## src/rtl/tw_reg_slave.sv

```systemverilog
module tw_reg_slave #(
  parameter int RAM_N  = 31,
  parameter int SYNC_N = 2
) (
  input  logic       clk,
  input  logic       rst_n,
  input  logic       sel_i,
  input  logic       sck_i,
  input  logic       sdi_i,
  output logic       sdo_o,
  output logic       sdo_oe_o,
  output logic       wr_o,
  output logic       wr_ram_o,
  output logic [4:0] wr_addr_o,
  output logic [7:0] wr_data_o,
  output logic       trickle_on_o
);
  localparam logic [4:0] BURST_A  = 5'd31;
  localparam logic [4:0] CTL_A    = 5'd7;
  localparam logic [4:0] TRK_A    = 5'd8;
  localparam logic [4:0] CK_LAST  = 5'd7;
  localparam logic [4:0] RAM_LAST = 5'(RAM_N - 1);

  typedef enum logic [2:0] {S_IDLE, S_CMD, S_WR, S_RD, S_DONE} ph_t;

  logic [SYNC_N:0]   sck_sh, sel_sh;
  logic [SYNC_N-1:0] sdi_sh;
  logic sck_s, sel_s, din, rise, fall, sel_rise;

  always_ff @(posedge clk or negedge rst_n)
    if (!rst_n) begin
      sck_sh <= '0;
      sel_sh <= '0;
      sdi_sh <= '0;
    end else begin
      sck_sh <= {sck_sh[SYNC_N-1:0], sck_i};
      sel_sh <= {sel_sh[SYNC_N-1:0], sel_i};
      sdi_sh <= {sdi_sh[SYNC_N-2:0], sdi_i};
    end

  assign sck_s    = sck_sh[SYNC_N-1];
  assign sel_s    = sel_sh[SYNC_N-1];
  assign din      = sdi_sh[SYNC_N-1];
  assign rise     = sck_s & ~sck_sh[SYNC_N];
  assign fall     = ~sck_s & sck_sh[SYNC_N];
  assign sel_rise = sel_s & ~sel_sh[SYNC_N];

  ph_t        ph;
  logic [7:0] sh;
  logic [2:0] bcnt;
  logic [6:0] cmd_q;
  logic [4:0] idx;
  logic       pend_v, pend_ram;
  logic [4:0] pend_a;
  logic [7:0] pend_d;
  logic       dr_act;
  logic [2:0] dr_i;
  logic [7:0] stg [8];
  logic [7:0] tm  [7];
  logic [7:0] mem [RAM_N];
  logic       wp_q;
  logic [7:0] tc_q;

  logic       wen, is_ram, burst;
  logic [4:0] adr, lim, nidx;
  logic [7:0] byte_in;

  assign wen     = cmd_q[6];
  assign is_ram  = cmd_q[5];
  assign adr     = cmd_q[4:0];
  assign burst   = (adr == BURST_A);
  assign lim     = is_ram ? RAM_LAST : CK_LAST;
  assign nidx    = (idx == lim) ? 5'd0 : idx + 5'd1;
  assign byte_in = {din, sh[7:1]};

  function automatic logic [7:0] fetch(input logic ram, input logic [4:0] a);
    if (ram)             return (a <= RAM_LAST) ? mem[a] : 8'h00;
    else if (a < CTL_A)  return tm[a[2:0]];
    else if (a == CTL_A) return {wp_q, 7'h00};
    else if (a == TRK_A) return tc_q;
    else                 return 8'h00;
  endfunction

  function automatic logic wr_ok(input logic en, input logic ram, input logic [4:0] a);
    return en && (ram ? (a <= RAM_LAST) : (a <= TRK_A)) &&
           (!wp_q || (!ram && a == CTL_A));
  endfunction

  always_ff @(posedge clk or negedge rst_n)
    if (!rst_n) begin
      ph       <= S_IDLE;
      sh       <= '0;
      bcnt     <= '0;
      cmd_q    <= '0;
      idx      <= '0;
      sdo_o    <= 1'b0;
      sdo_oe_o <= 1'b0;
      pend_v   <= 1'b0;
      pend_ram <= 1'b0;
      pend_a   <= '0;
      pend_d   <= '0;
      dr_act   <= 1'b0;
      dr_i     <= '0;
    end else begin
      pend_v <= 1'b0;
      if (dr_act) begin
        dr_i <= dr_i + 3'd1;
        if (dr_i == 3'd7) dr_act <= 1'b0;
      end
      if (!sel_s) begin
        ph       <= S_IDLE;
        sdo_oe_o <= 1'b0;
      end else if (sel_rise) begin
        ph       <= S_CMD;
        bcnt     <= '0;
        idx      <= '0;
        sdo_oe_o <= 1'b0;
      end else begin
        if (rise) sdo_oe_o <= 1'b0;
        case (ph)
          S_CMD: if (rise) begin
            sh   <= byte_in;
            bcnt <= bcnt + 3'd1;
            if (bcnt == 3'd7) begin
              cmd_q <= byte_in[7:1];
              if (byte_in[0]) begin
                ph <= S_RD;
                sh <= fetch(byte_in[6], (byte_in[5:1] == BURST_A) ? 5'd0 : byte_in[5:1]);
              end else begin
                ph <= S_WR;
              end
            end
          end
          S_RD: if (fall) begin
            sdo_oe_o <= 1'b1;
            sdo_o    <= sh[0];
            bcnt     <= bcnt + 3'd1;
            if (bcnt == 3'd7) begin
              if (burst) idx <= nidx;
              sh <= fetch(is_ram, burst ? nidx : adr);
            end else begin
              sh <= {1'b0, sh[7:1]};
            end
          end
          S_WR: if (rise) begin
            sh   <= byte_in;
            bcnt <= bcnt + 3'd1;
            if (bcnt == 3'd7) begin
              if (!burst) begin
                pend_v   <= wr_ok(wen, is_ram, adr);
                pend_ram <= is_ram;
                pend_a   <= adr;
                pend_d   <= byte_in;
                ph       <= S_DONE;
              end else if (is_ram) begin
                pend_v   <= wen && !wp_q;
                pend_ram <= 1'b1;
                pend_a   <= idx;
                pend_d   <= byte_in;
                idx      <= idx + 5'd1;
                if (idx == RAM_LAST) ph <= S_DONE;
              end else if (idx == CK_LAST) begin
                dr_act <= wen && !wp_q;
                dr_i   <= '0;
                ph     <= S_DONE;
              end else begin
                idx <= idx + 5'd1;
              end
            end
          end
          default: ;
        endcase
      end
    end

  always_ff @(posedge clk)
    if (sel_s && !sel_rise && ph == S_WR && rise && bcnt == 3'd7 && burst && !is_ram)
      stg[idx[2:0]] <= byte_in;

  assign wr_o      = dr_act | pend_v;
  assign wr_ram_o  = dr_act ? 1'b0 : pend_ram;
  assign wr_addr_o = dr_act ? {2'b00, dr_i} : pend_a;
  assign wr_data_o = dr_act ? stg[dr_i] : pend_d;

  always_ff @(posedge clk or negedge rst_n)
    if (!rst_n) begin
      wp_q <= 1'b0;
      tc_q <= '0;
      for (int i = 0; i < 7; i++) tm[i] <= '0;
      for (int i = 0; i < RAM_N; i++) mem[i] <= '0;
    end else if (wr_o) begin
      if (wr_ram_o)                mem[wr_addr_o] <= wr_data_o;
      else if (wr_addr_o < CTL_A)  tm[wr_addr_o[2:0]] <= wr_data_o;
      else if (wr_addr_o == CTL_A) wp_q <= wr_data_o[7];
      else                         tc_q <= wr_data_o;
    end

  assign trickle_on_o = (tc_q[7:4] == 4'b1010) &&
                        (tc_q[3:2] == 2'b01 || tc_q[3:2] == 2'b10) &&
                        (tc_q[1:0] != 2'b00);
endmodule

```

## config.mk

```make
export PLATFORM = sky130hd
export DESIGN_NAME = tw_reg_slave
export DESIGN_NICKNAME = d
export VERILOG_FILES = /design/src/rtl/tw_reg_slave.sv
export SDC_FILE = /design/constraint.sdc
export NUM_CORES = 1
export LEC_CHECK = 0
export ABC_AREA = 1
export BUFFER_PORTS_ARGS = -buffer_cell sky130_fd_sc_hd__buf_2
export CAP_MARGIN = 0
export CORE_MARGIN = 1
export CORE_UTILIZATION = 50
export DETAILED_ROUTE_END_ITERATION = 8
export PLACE_DENSITY = 0.67
export RECOVER_POWER = 25
export SYNTH_ARGS = -nofsm -noshare
export SYNTH_HDL_FRONTEND = slang
export SYNTH_SLANG_ARGS = --single-unit
```

## constraint.sdc

```tcl
create_clock -name clk -period 7.1 [get_ports clk]
set_input_delay 1.065 -clock clk [delete_from_list [all_inputs] [get_ports clk]]
set_output_delay 1.065 -clock clk [all_outputs]
set_load 0.05 [all_outputs]
```

Yosys cells after proc, flatten, opt, wreduce, memory -nomap -nowiden
Memories as Yosys holds them, arrays and structs flattened. Index checks and enable logic that the tools add are counted.

Register bits: 368. RAM bits: 64. Input bits: 5. Output and inout bits: 18. Logic and storage cells: 273. Memories: 1.

Add/sub/neg operators: 3. $lt $le $gt $ge: 15. Equal/unequal tests: 38. Muxes and demuxes: 108. Bitwise logic cells: 17. Reductions and logical operators: 35.

Memory list: stg (words 8, bits a word 8, rd ports 1, clocked after memory_dff 0, write ports 1, line 58) `logic [7:0] stg [8];`.

Operators by type and width (count): bitwise mux 248 bit (1); two-way mux 8 bit (29); binary-select mux 8 bit (select 5 bit) (2); two-way mux 5 bit (16); two-way mux 3 bit (22); bitwise mux 56 bit (1); binary-select mux 8 bit (select 3 bit) (2); demux 8 bit (select 5 bit) (1); two-way mux 1 bit (29); == test 5 x 3 -> 1 bit, second input constant (5); demux 8 bit (select 3 bit) (1); case mux 8 bit (3 select lines) (1); greater-or-equal comparator 6 bit, second input constant (3); inverter 5 -> 6 bit (3); inequality test 4 bit, second input constant (4); AND reduction 4 bit (4); == test 5 bit, second input constant (3); <= comparator 5 bit, second input constant (3); less-than comparator 5 x 3 -> 1 bit, second input constant (3); inequality test 3 bit, second input constant (5); logical AND 1 bit (14); greater-or-equal comparator 4 bit, second input constant (3); inequality test 6 bit, second input constant (2); inverter 3 -> 4 bit (3); 34 further kinds (56).

Longest topological paths before layout
Gate-level depths: netlist (run 1).

Word-level depth: 13. Mapped depth: 23. Mapped depth without buffers: 21.

Worst setup path before layout (run 1)
No wires, ideal clock.

Path kind: register to output. Start: register tc_q[6]. End: output port trickle_on_o. Arrival time: 2.940 ns. Data required time: 6.035 ns. Slack: 3.095 ns. Cell stages (with the launch flop): 4. Path buffers: 0. Cells stage by stage: dfrtp_1 > inv_1 > nand3_1 > a2111oi_0.

Longest elaborated chain between the ends: 3.

Ends and longest elaborated chain: from (decl) (line 62) `logic [7:0] tc_q;`; from (signal assigned) (line 195) `else tc_q <= wr_data_o;`; == test 4 bit (line 198) `assign trickle_on_o = (tc_q[7:4] == 4'b1010) &&`; logical AND 1 bit (line 198); logical AND 1 bit (line 199) `(tc_q[3:2] == 2'b01 || tc_q[3:2] == 2'b10) &&`; to (decl) (line 16) `output logic trickle_on_o`.

No other way between the ends.

Worst setup path in the final report (run 1)
Start: register cmd_q[5]. End: register sh[5].

Longest elaborated chain between the ends: 13. Elaborated cells on any way between the ends: 24. Those cells by class: order compare (2); eq/ne (3); mux (17); bitwise (2).

Ends and longest elaborated chain: from (decl) (line 51) `logic [6:0] cmd_q;`; from (signal assigned) (line 125) `cmd_q <= byte_in[7:1];`; two-way mux 5 bit (line 72) `assign lim = is_ram ? RAM_LAST : CK_LAST;`; == test 5 bit (line 73) `assign nidx = (idx == lim) ? 5'd0 : idx + 5'd1;`; two-way mux 5 bit (line 73); two-way mux 5 bit (line 140) `sh <= fetch(is_ram, burst ? nidx : adr);`; inverter 5 -> 6 bit (implied by the code) / inverter 3 -> 4 bit (equally long branches) (line 77, 78); binary-select mux 8 bit (select 5 bit) / binary-select mux 8 bit (select 3 bit) (equally long branches) (line 77, 78); two-way mux 8 bit, on equally long branches (3 in series) (line 77, 78); two-way mux 8 bit (*) (line 77) `if (ram) return (a <= RAM_LAST) ? mem[a] : 8'h00;`; two-way mux 8 bit (*) (line 138) `if (bcnt == 3'd7) begin`; two-way mux 8 bit (*) (line 134) `S_RD: if (fall) begin`; case mux 8 bit (3 select lines) (*) (line 120) `case (ph)`; to (signal assigned) (line 122) `sh <= byte_in;`; to (signal assigned) (line 140); to (signal assigned) (line 142) `sh <= {1'b0, sh[7:1]};`; to (decl) (line 49) `logic [7:0] sh;`.

Every way passes the cells marked *; elsewhere a longest branch is shown, timed or not. The select of a mux whose other input is x is not followed. A chain may end at the register's enable or synchronous reset.

==> results of run 1 <==
## synth_stat cells, types with 17 or more instances
cell	n	area share (%)
edfxtp_1	64	8.3
o21ai_0	245	5.3
nand4_1	22	0.59
nor3_1	17	0.37
inv_1	216	3.5
clkbuf_1	94	1.5
o22ai_1	18	0.48
o211ai_1	35	1.1
o21ai_1	23	0.50
nand3_1	369	7.9
nand2_1	747	12
buf_2	85	1.8
dfrtp_1	368	40
a21oi_1	263	5.7
nor2_1	386	6.2
## power groups by stage
stage / combinational (W) / sequential [W] / clock (W)
after floorplan: 0.00131 / 0.00269 / 0
final: 0.00211 / 0.00272 / 0.00279
after CTS: 0.00201 / 0.00272 / 0.00281
after detailed placement: 0.00201 / 0.00276 / 0
after global placement: 0.00201 / 0.00276 / 0
after global routing: 0.00221 / 0.00273 / 0.00290
## placed cells by master, fill, tap and decap left out, types with 11 or more instances in the layout
cell / instances
o21a_1: 11
o21ai_1: 22
dfrtp_1: 368
or2_2: 16
clkbuf_16: 51
nor3_1: 15
inv_2: 16
a21oi_1: 263
edfxtp_1: 64
nand3_1: 369
nand4_1: 22
buf_4: 44
o21ai_0: 245
buf_2: 21
o22ai_1: 18
o2111ai_1: 15
nor2_1: 385
o211ai_1: 35
inv_1: 216
nand2_1: 746
clkbuf_8: 12
## critical path: stages (launching register included)
cell and delay (ns):
dfrtp_1 0.73, nand2_1 0.10, inv_1 0.09, nand2_1 0.05
nand2_1 0.10, nand2_4 0.09, nand2_4 0.67, nand2_8 0.65
inv_2 1.09, nor2_1 0.20, nor2_4 0.29, inv_1 0.15
o21ai_1 0.10, nand2_1 0.09, nand2_1 0.10, nand3_1 0.11
a21boi_1 0.16
## registers in the layout (all words and copies together) (netlist names), 2 cells and up
name,flops
bcnt,3
cmd_q,7
dr_i,3
idx,5
mem,248
pend_a,5
pend_d,8
ph,3
sck_sh,3
sdi_sh,2
sel_sh,3
sh,8
stg,64
tc_q,8
tm,56
## cell type report
cell class | count | area (um^2)
clock buffer | 70 | 1468
clock inverter | 22 | 312.8
fill | 4220 | 20120
inverter | 236 | 885.9
multi-input combinational | 2235 | 10450
sequential | 432 | 11130
tap | 600 | 750.7
timing repair buffer | 67 | 459.2
## cells by family (layout without fill, tap and decap cells)
| family | count (synthesis) | in the layout |
|---|---|---|
| flops | 432 | 432 |
| xor+xnor | 2 | 2 |
| compound gates | 639 | 639 |
| simple gates | 1588 | 1588 |
| buf+inv | 434 | 395 |
| fa+ha+maj | 6 | 6 |
## stage by stage
stage                     area [um^2]  setup slack, ns
after detailed placement        23680            2.362
after CTS                       25460            2.360
after global placement          23680            2.388
after global routing            25450            1.395
final                           25450            2.096
after floorplan                 23250            3.095
## metal layers
| metal | vias to the layer above | GRT usage, % |
|---|---|---|
| li1 | 10091 | - |
| met1 | 10652 | 46.83 |
| met2 | 1305 | 54.29 |
| met3 | 253 | 5.746 |
| met4 | 0 | 15.99 |
| met5 | - | 0 |
## path summary, 6_finish.rpt
path	to	slack, ns	cells after the start
max	sh[5]	2.10	16
min reg2reg	sck_sh[1]	0.36	0
max reg2reg	sh[5]	2.10	16
min	sck_sh[1]	0.36	0
min in group asynchronous	sdi_sh[0]	2.00	1
max in group asynchronous	mem[32]	2.25	2
==> key figures, run 1 <==
Pwr
  – Max rail drop VDD: ~0.00028 V
  – Clock share of power: 36.6%
  – P_int: around 0.0048 W
  – P_sw: approximately 0.0028 W
  – Gate power share: roughly 28%
  – Total power: about 0.0076 W
  – P per Cell Area: about 300 mW/mm^2
  – Flop pwr share: between 30% and 40%
  – Switching portion of total power: between 30% and 40%
  – P_leak: roughly 11 nW

Global route
  – GRT Residual Overflow: 0
  – Initial antenna violation count: 0
  – All-Layer GR Usage: between 30% and 40%
  – Largest net degree at the start of global routing: approximately 140
  – First-pass GRT wire length: 125.3 mm
  – Vias in the first global route: 21380

Routing
  – Routed metal-1 wirelength: between 30 and 40 mm
  – Met3 routed WL: roughly 8.1 mm
  – Drt drc: 0
  – Via Count: between 20000 and 25000
  – Vias per std cell: just over 6
  – Routed wire length: between 80 and 90 mm
  – Antenna viol nets, final: 0
  – DR top layer: met4
  – Wire per inst: between 20 and 25 um
  – DR iter-0 viols: 2853
  – First-pass DRT Iterations: 8
  – Met2 Routed Length: 36.81 mm

Setup path
  – Worst path required time: about 7.6 ns
  – Worst-path maximum fanout: 116
  – Startpoint types: register
  – Setup CP Type: reg -> reg
  – R2R Path Start: cmd_q[5]
  – Worst Setup SP: cmd_q[5]
  – WP data arrival: 5.52 ns
  – CP Capture Type: register

Cells and area
  – Utilization after layout: approximately 56%
  – Share of layout cells above drive strength 1: 7.185%
  – # nets final: 3033
  – Antenna cell count: 0
  – Layout Cells excl Fill: 3662
  – P&R area growth vs syn: 9.465%

Yosys
  – Asr flop ratio synth: between 80 and 90%
  – Mapped Area: 0.02325 mm^2
  – Mux cell area share after synthesis: 0%
  – Post-Synth Adder-Cell Area: 0.3229%
  – Main combinational cell family by area after synthesis: simple AND/OR/NAND/NOR gates
  – Xor/xnor share of the synthesized area: 0.07533%
  – Post-Syn Nets: about 3100
  – Yosys cell types: 48
  – Post-synth EDFFs: 64
  – Compound-cell area share of the yosys netlist: between 10% and 20%
  – Post-Synth Simple-Gate Area: between 20% and 30%
  – Gate Count Post-Synth: 3101
  – Synthesized area per cell: approximately 7.5 um^2
  – Sequential cell area fraction in the yosys report: 47.87%
  – Seq cells post-synth: 432
  – Warnings, synthesis: 0
  – Top FF cell, synth: dfrtp_1

STA
  – RSZ-0062 raised after global routing: false
  – Hold WS: ~0.36 ns
  – Endpoints failing setup: 0
  – Relative slew slack: -190.7%
  – Slew Viols, Final: 78
  – Setup_tns: 0 ns
  – Final period utilization: 70.48%
  – Final Hold Fails: 0
  – Slew @ Worst Pin: 4.361 ns
  – Min Clock Period, post-route: around 5.0 ns
  – Achievable Freq: 0.1998 GHz
  – Final Skew: roughly 0.028 ns

Clock network
  – Clk Latency, worst-skew pair: 0.60 ns
  – CTS Hold Bufs: 0
  – Clock transition at the registers of the reported paths: ~0.060 ns
  – Max clock buf depth: 3
  – Root Driver: clkbuf_16
  – Cts repair resizes: 0
  – Max H-tree Level: 2
  – TritonCTS clock tree: yes
  – Num CTS Buffers: 50
  – Setup Buffers After CTS: 0
  – Clk sinks: between 400 and 500

Floorplan
  – Die height: around 220 um
  – Initial cell density of the core: 51.02%
  – Rows: 78
  – # IOs: 23
  – Die X: ~220 um
  – Die area: between 0.04 and 0.05 mm^2
  – Core area: 0.04558 mm^2

Min path
  – Hold/Removal Path Class: reg -> reg
  – HP Start: sck_sh[0]

Job
  – Max-cap violations: 1

Place
  – Total placed cells including tap cells: between 3000 and 4000
  – DPL Wire Length: a little under 50 mm
  – Port Buf Inserts: 22
  – Routability congestion estimate: a little over 1

Outcome
  – Outcome: finished, violations left
  – Violated checks: max-capacitance violations, max-slew violations
Power figures use the tool's default switching activity.
==> run 2: changes to the inputs <==
Settings changed: ABC_AREA 1 to 0.
Clock period 7.1 ns to 5.17 ns, I/O delays scaled along.
==> key figures, run 2 <==
Clock network
  – Root Driver: clkbuf_16 (unchanged)
  – Max H-tree Level: 2 (unchanged)
  – Cts repair resizes: 0 (unchanged)
  – Max clock buf depth: 3 (unchanged)
  – Num CTS Buffers: 47 (was 50)
  – TritonCTS clock tree: yes (unchanged)
  – CTS Hold Bufs: 0 (unchanged)
  – Clk sinks: 432 (unchanged)
  – Setup Buffers After CTS: 0 (unchanged)
  – Clk Latency, worst-skew pair: 0.60 ns (about the same)
  – Clock transition at the registers of the reported paths: 0.07 ns (was 0.06 ns)

Yosys
  – Synth area leaders: dfrtp_1 40%, mux2_2 17%, edfxtp_1 8.3% (was dfrtp_1 40%, nand2_1 12%, edfxtp_1 8.3%)
  – Gate Count Post-Synth: 2124 (was 3101)
  – Mapped Area: 0.02309 mm^2 (was 0.02325 mm^2)
  – Yosys cell types: 86 (was 48)
  – Post-Syn Nets: 2135 (was 3112)
  – Synth top area share: 39.88% (was 39.60%)
  – Synth area leader: dfrtp_1 (unchanged)
  – Top FF cell, synth: dfrtp_1 (unchanged)
  – Synthesized area per cell: 10.87 um^2 (was 7.498 um^2)
  – Asr flop ratio synth: 85.19% (unchanged)
  – Warnings, synthesis: 0 (unchanged)
  – Most instantiated library cell after synthesis: dfrtp_1 (was nand2_1)
  – Sequential cell area fraction in the yosys report: 48.21% (was 47.87%)
  – Post-synth top cells: 368 x dfrtp_1, 342 x mux2_2, 297 x nand2_1, 112 x a21oi_1, 111 x mux2i_1 (was 747 x nand2_1, 386 x nor2_1, 369 x nand3_1, 368 x dfrtp_1, 263 x a21oi_1)
  – Post-synth EDFFs: 64 (unchanged)
  – Seq cells post-synth: 432 (unchanged)

Floorplan
  – Die area: 0.04704 mm^2 (was 0.04737 mm^2)
  – Core area: 0.04548 mm^2 (was 0.04558 mm^2)
  – Die X: 216.9 um (was 217.7 um)
  – Die height: 216.9 um (was 217.7 um)
  – Rows: 78 (unchanged)
  – # IOs: 23 (unchanged)
  – Initial cell density of the core: 50.77% (was 51.02%)

Min path
  – Hold path depth: 1 (was 0)
  – HP Start: sck_i (was sck_sh[0])
  – Hold/Removal Path Class: in -> reg (was reg -> reg)
  – Hold Path Sink: sck_sh[0] (was sck_sh[1])

Routing
  – Vias per std cell: 6.780 (was 6.090)
  – Via Count: 18537 (was 22301)
  – First-pass DRT Iterations: 5 (was 8)
  – DR iter-0 viols: 2230 (was 2853)
  – Antenna viol nets, final: 0 (unchanged)
  – Wire per inst: 29.10 um (was 22.18 um)
  – Routed wire length: 79.56 mm (was 81.23 mm)
  – Drt drc: 0 (unchanged)

Setup path
  – WP data arrival: 4.94 ns (was 5.52 ns)
  – Startpoint types: register (unchanged)
  – Cell Chain, Critical Path: clkbuf_1 -> and2_2 -> buf_4 -> a21oi_1 -> a221oi_1 -> o22ai_1 -> o311ai_0 -> a41oi_1 -> o21ai_1 (was nand2_1 -> inv_1 -> nand2_1 -> nand2_1 -> nand2_4 -> nand2_4 -> nand2_8 -> inv_2 -> nor2_1 -> nor2_4 -> inv_1 -> o21ai_1 -> nand2_1 -> nand2_1 -> nand3_1 -> a21boi_1)
  – Worst path required time: 5.69 ns (was 7.62 ns)
  – CP Capture Type: register (unchanged)
  – R2R depth: 9 (was 16)
  – Critical-path top delay cell: and2_2 (was inv_2)
  – Largest stage delay on the critical path: 0.79 ns (was 1.09 ns)
  – R2R Path Start: sh[3] (was cmd_q[5])
  – Worst-path maximum fanout: 35 (was 116)
  – Buf+Inv Stages, Crit Path: 2 (was 3)
  – Setup CP Type: reg -> reg (unchanged)
  – CP top delay family: compound AO/OA/AOI/OAI gates (was simple AND/OR/NAND/NOR gates)
  – Worst reg2reg path endpoint: sh[7] (was sh[5])
  – Flop2flop setup slack: 0.76 ns (was 2.10 ns)

Place
  – Routability congestion estimate: 1.075 (was 1.032)
  – DPL Wire Length: 52.54 mm (was 49.67 mm)
  – Placed cell area: 0.02395 mm^2 (was 0.02368 mm^2)
  – Port Buf Inserts: 22 (unchanged)

Outcome
  – Outcome: finished, violations left (unchanged)
  – Violated checks: max-capacitance violations, max-slew violations (unchanged)

Global route
  – All-Layer GR Usage: 34.37% (was 34.59%)
  – First-pass GRT wire length: 120.0 mm (was 125.3 mm)
  – GRT Residual Overflow: 0 (unchanged)
  – Vias in the first global route: 18032 (was 21380)
  – Largest net degree at the start of global routing: 105 (was 138)
  – Initial antenna violation count: 0 (unchanged)

STA
  – Slew Viols, Final: 125 (was 78)
  – RSZ-0062 raised after global routing: false (unchanged)
  – Final period utilization: 85.37% (was 70.48%)
  – Final Hold Fails: 0 (unchanged)
  – Setup_tns: 0 ns (unchanged)
  – Min Clock Period, post-route: 4.414 ns (was 5.004 ns)
  – Slew @ Worst Pin: 2.701 ns (was 4.361 ns)
  – Endpoints failing setup: 0 (unchanged)
  – Relative slew slack: -80.06% (was -190.7%)
  – Hold WS: 0.2860 ns (was 0.3617 ns)
  – Achievable Freq: 0.2266 GHz (was 0.1998 GHz)
  – Final Skew: 0.01329 ns (was 0.02806 ns)

Pwr
  – Gate power share: 14.0% (was 27.7%)
  – P_leak: 10.71 nW (was 11.15 nW)
  – Flop pwr share: 44.0% (was 35.7%)
  – P per Cell Area: 319.8 mW/mm^2 (was 299.3 mW/mm^2)
  – P_int: 0.005797 W (was 0.004816 W)
  – Total power: 0.008137 W (was 0.007618 W)
  – P_sw: 0.002340 W (was 0.002802 W)
  – Max rail drop VDD: 0.0002254 V (was 0.0002791 V)
  – Clock share of power: 42.0% (was 36.6%)
  – Switching portion of total power: 28.76% (was 36.78%)

Cells and area
  – Largest Register: mem (unchanged)
  – FF/Latch Area: 0.01113 mm^2 (unchanged)
  – Commonest non-fill, non-tap cell in the layout: dfrtp_1 (was nand2_1)
  – Final Cell Area: 0.02545 mm^2 (about the same)
  – Max FFs per register: 248 (unchanged)
  – Area of the multi-input gates: 0.01134 mm^2 (was 0.01045 mm^2)
  – # nets final: 2109 (was 3033)
  – P&R area growth vs syn: 10.20% (was 9.465%)
  – Utilization after layout: 55.95% (was 55.85%)
  – Antenna cell count: 0 (unchanged)
  – Most frequent cells in the layout: 368 x dfrtp_1, 342 x mux2_2, 294 x nand2_1 (was 746 x nand2_1, 385 x nor2_1, 369 x nand3_1)
  – Number of fillers in the final layout: 3937 (was 4220)
  – Share of layout cells above drive strength 1: 25.35% (was 7.185%)

Job
  – Max-cap violations: 2 (was 1)
-- run 2: stage by stage --
| stage | worst slack, ns | instances |
|---|---|---|
| after detailed placement | 1.297 | 2649 |
| after global routing | 0.6957 | 2734 |
| final | 0.7562 | 2734 |
| after global placement | 1.356 | 2649 |
| after CTS | 1.087 | 2734 |
| after floorplan | 2.087 | 2124 |
-- run 2: final cells by class --
type	instances	area share, %
repair buffers	86	2.463
clock inverters	13	0.6638
clock buffers	72	5.355
multi-input cells	1514	44.57
inverters	17	0.2508
well taps	600	2.950
flip-flops and latches	432	43.74
-- run 2: power by group through the flow --
stage	sequential (W)	combinational [W]	clock, W
after global routing	0.00358	0.00118	0.00358
after CTS	0.00357	0.00111	0.00346
final	0.00358	0.00114	0.00341
after floorplan	0.00359	0.000637	0
after global placement	0.00364	0.00110	0
after detailed placement	0.00364	0.00110	0
-- run 2: how the worst max path moves through the flow --
stage / start / to / slack (ns) / depth (start not counted)
2_1_floorplan: dr_i[0] / wr_data_o[2] / 2.09 / 6
3_3_place_gp: idx[0] / sh[7] / 1.36 / 8
3_5_place_dp: idx[0] / sh[7] / 1.30 / 8
4_1_cts: dr_i[0] / wr_data_o[5] / 1.09 / 6
5_1_grt: sh[3] / sh[7] / 0.70 / 9
6_report: sh[3] / sh[7] / 0.76 / 9
-- run 2: kinds of logic (layout without fill, tap and decap cells) --
kind of cell	after synthesis	after routing	synth area share (%)
simple gates	584	584	11.61
flops	432	432	48.21
buf+inv	178	188	3.278
mux	473	473	23.34
xor+xnor	5	5	0.1897
compound gates	446	446	13.04
fa+ha+maj	6	6	0.3251
-- run 2: layer usage --
metal	part of all wire, %	global-route usage [%]	up-vias
li1	-	-	7846
met1	41	47.68	9349
met2	44	50.57	1088
met3	11	8.456	254
met4	5.0	16.22	0
met5	0	0	-
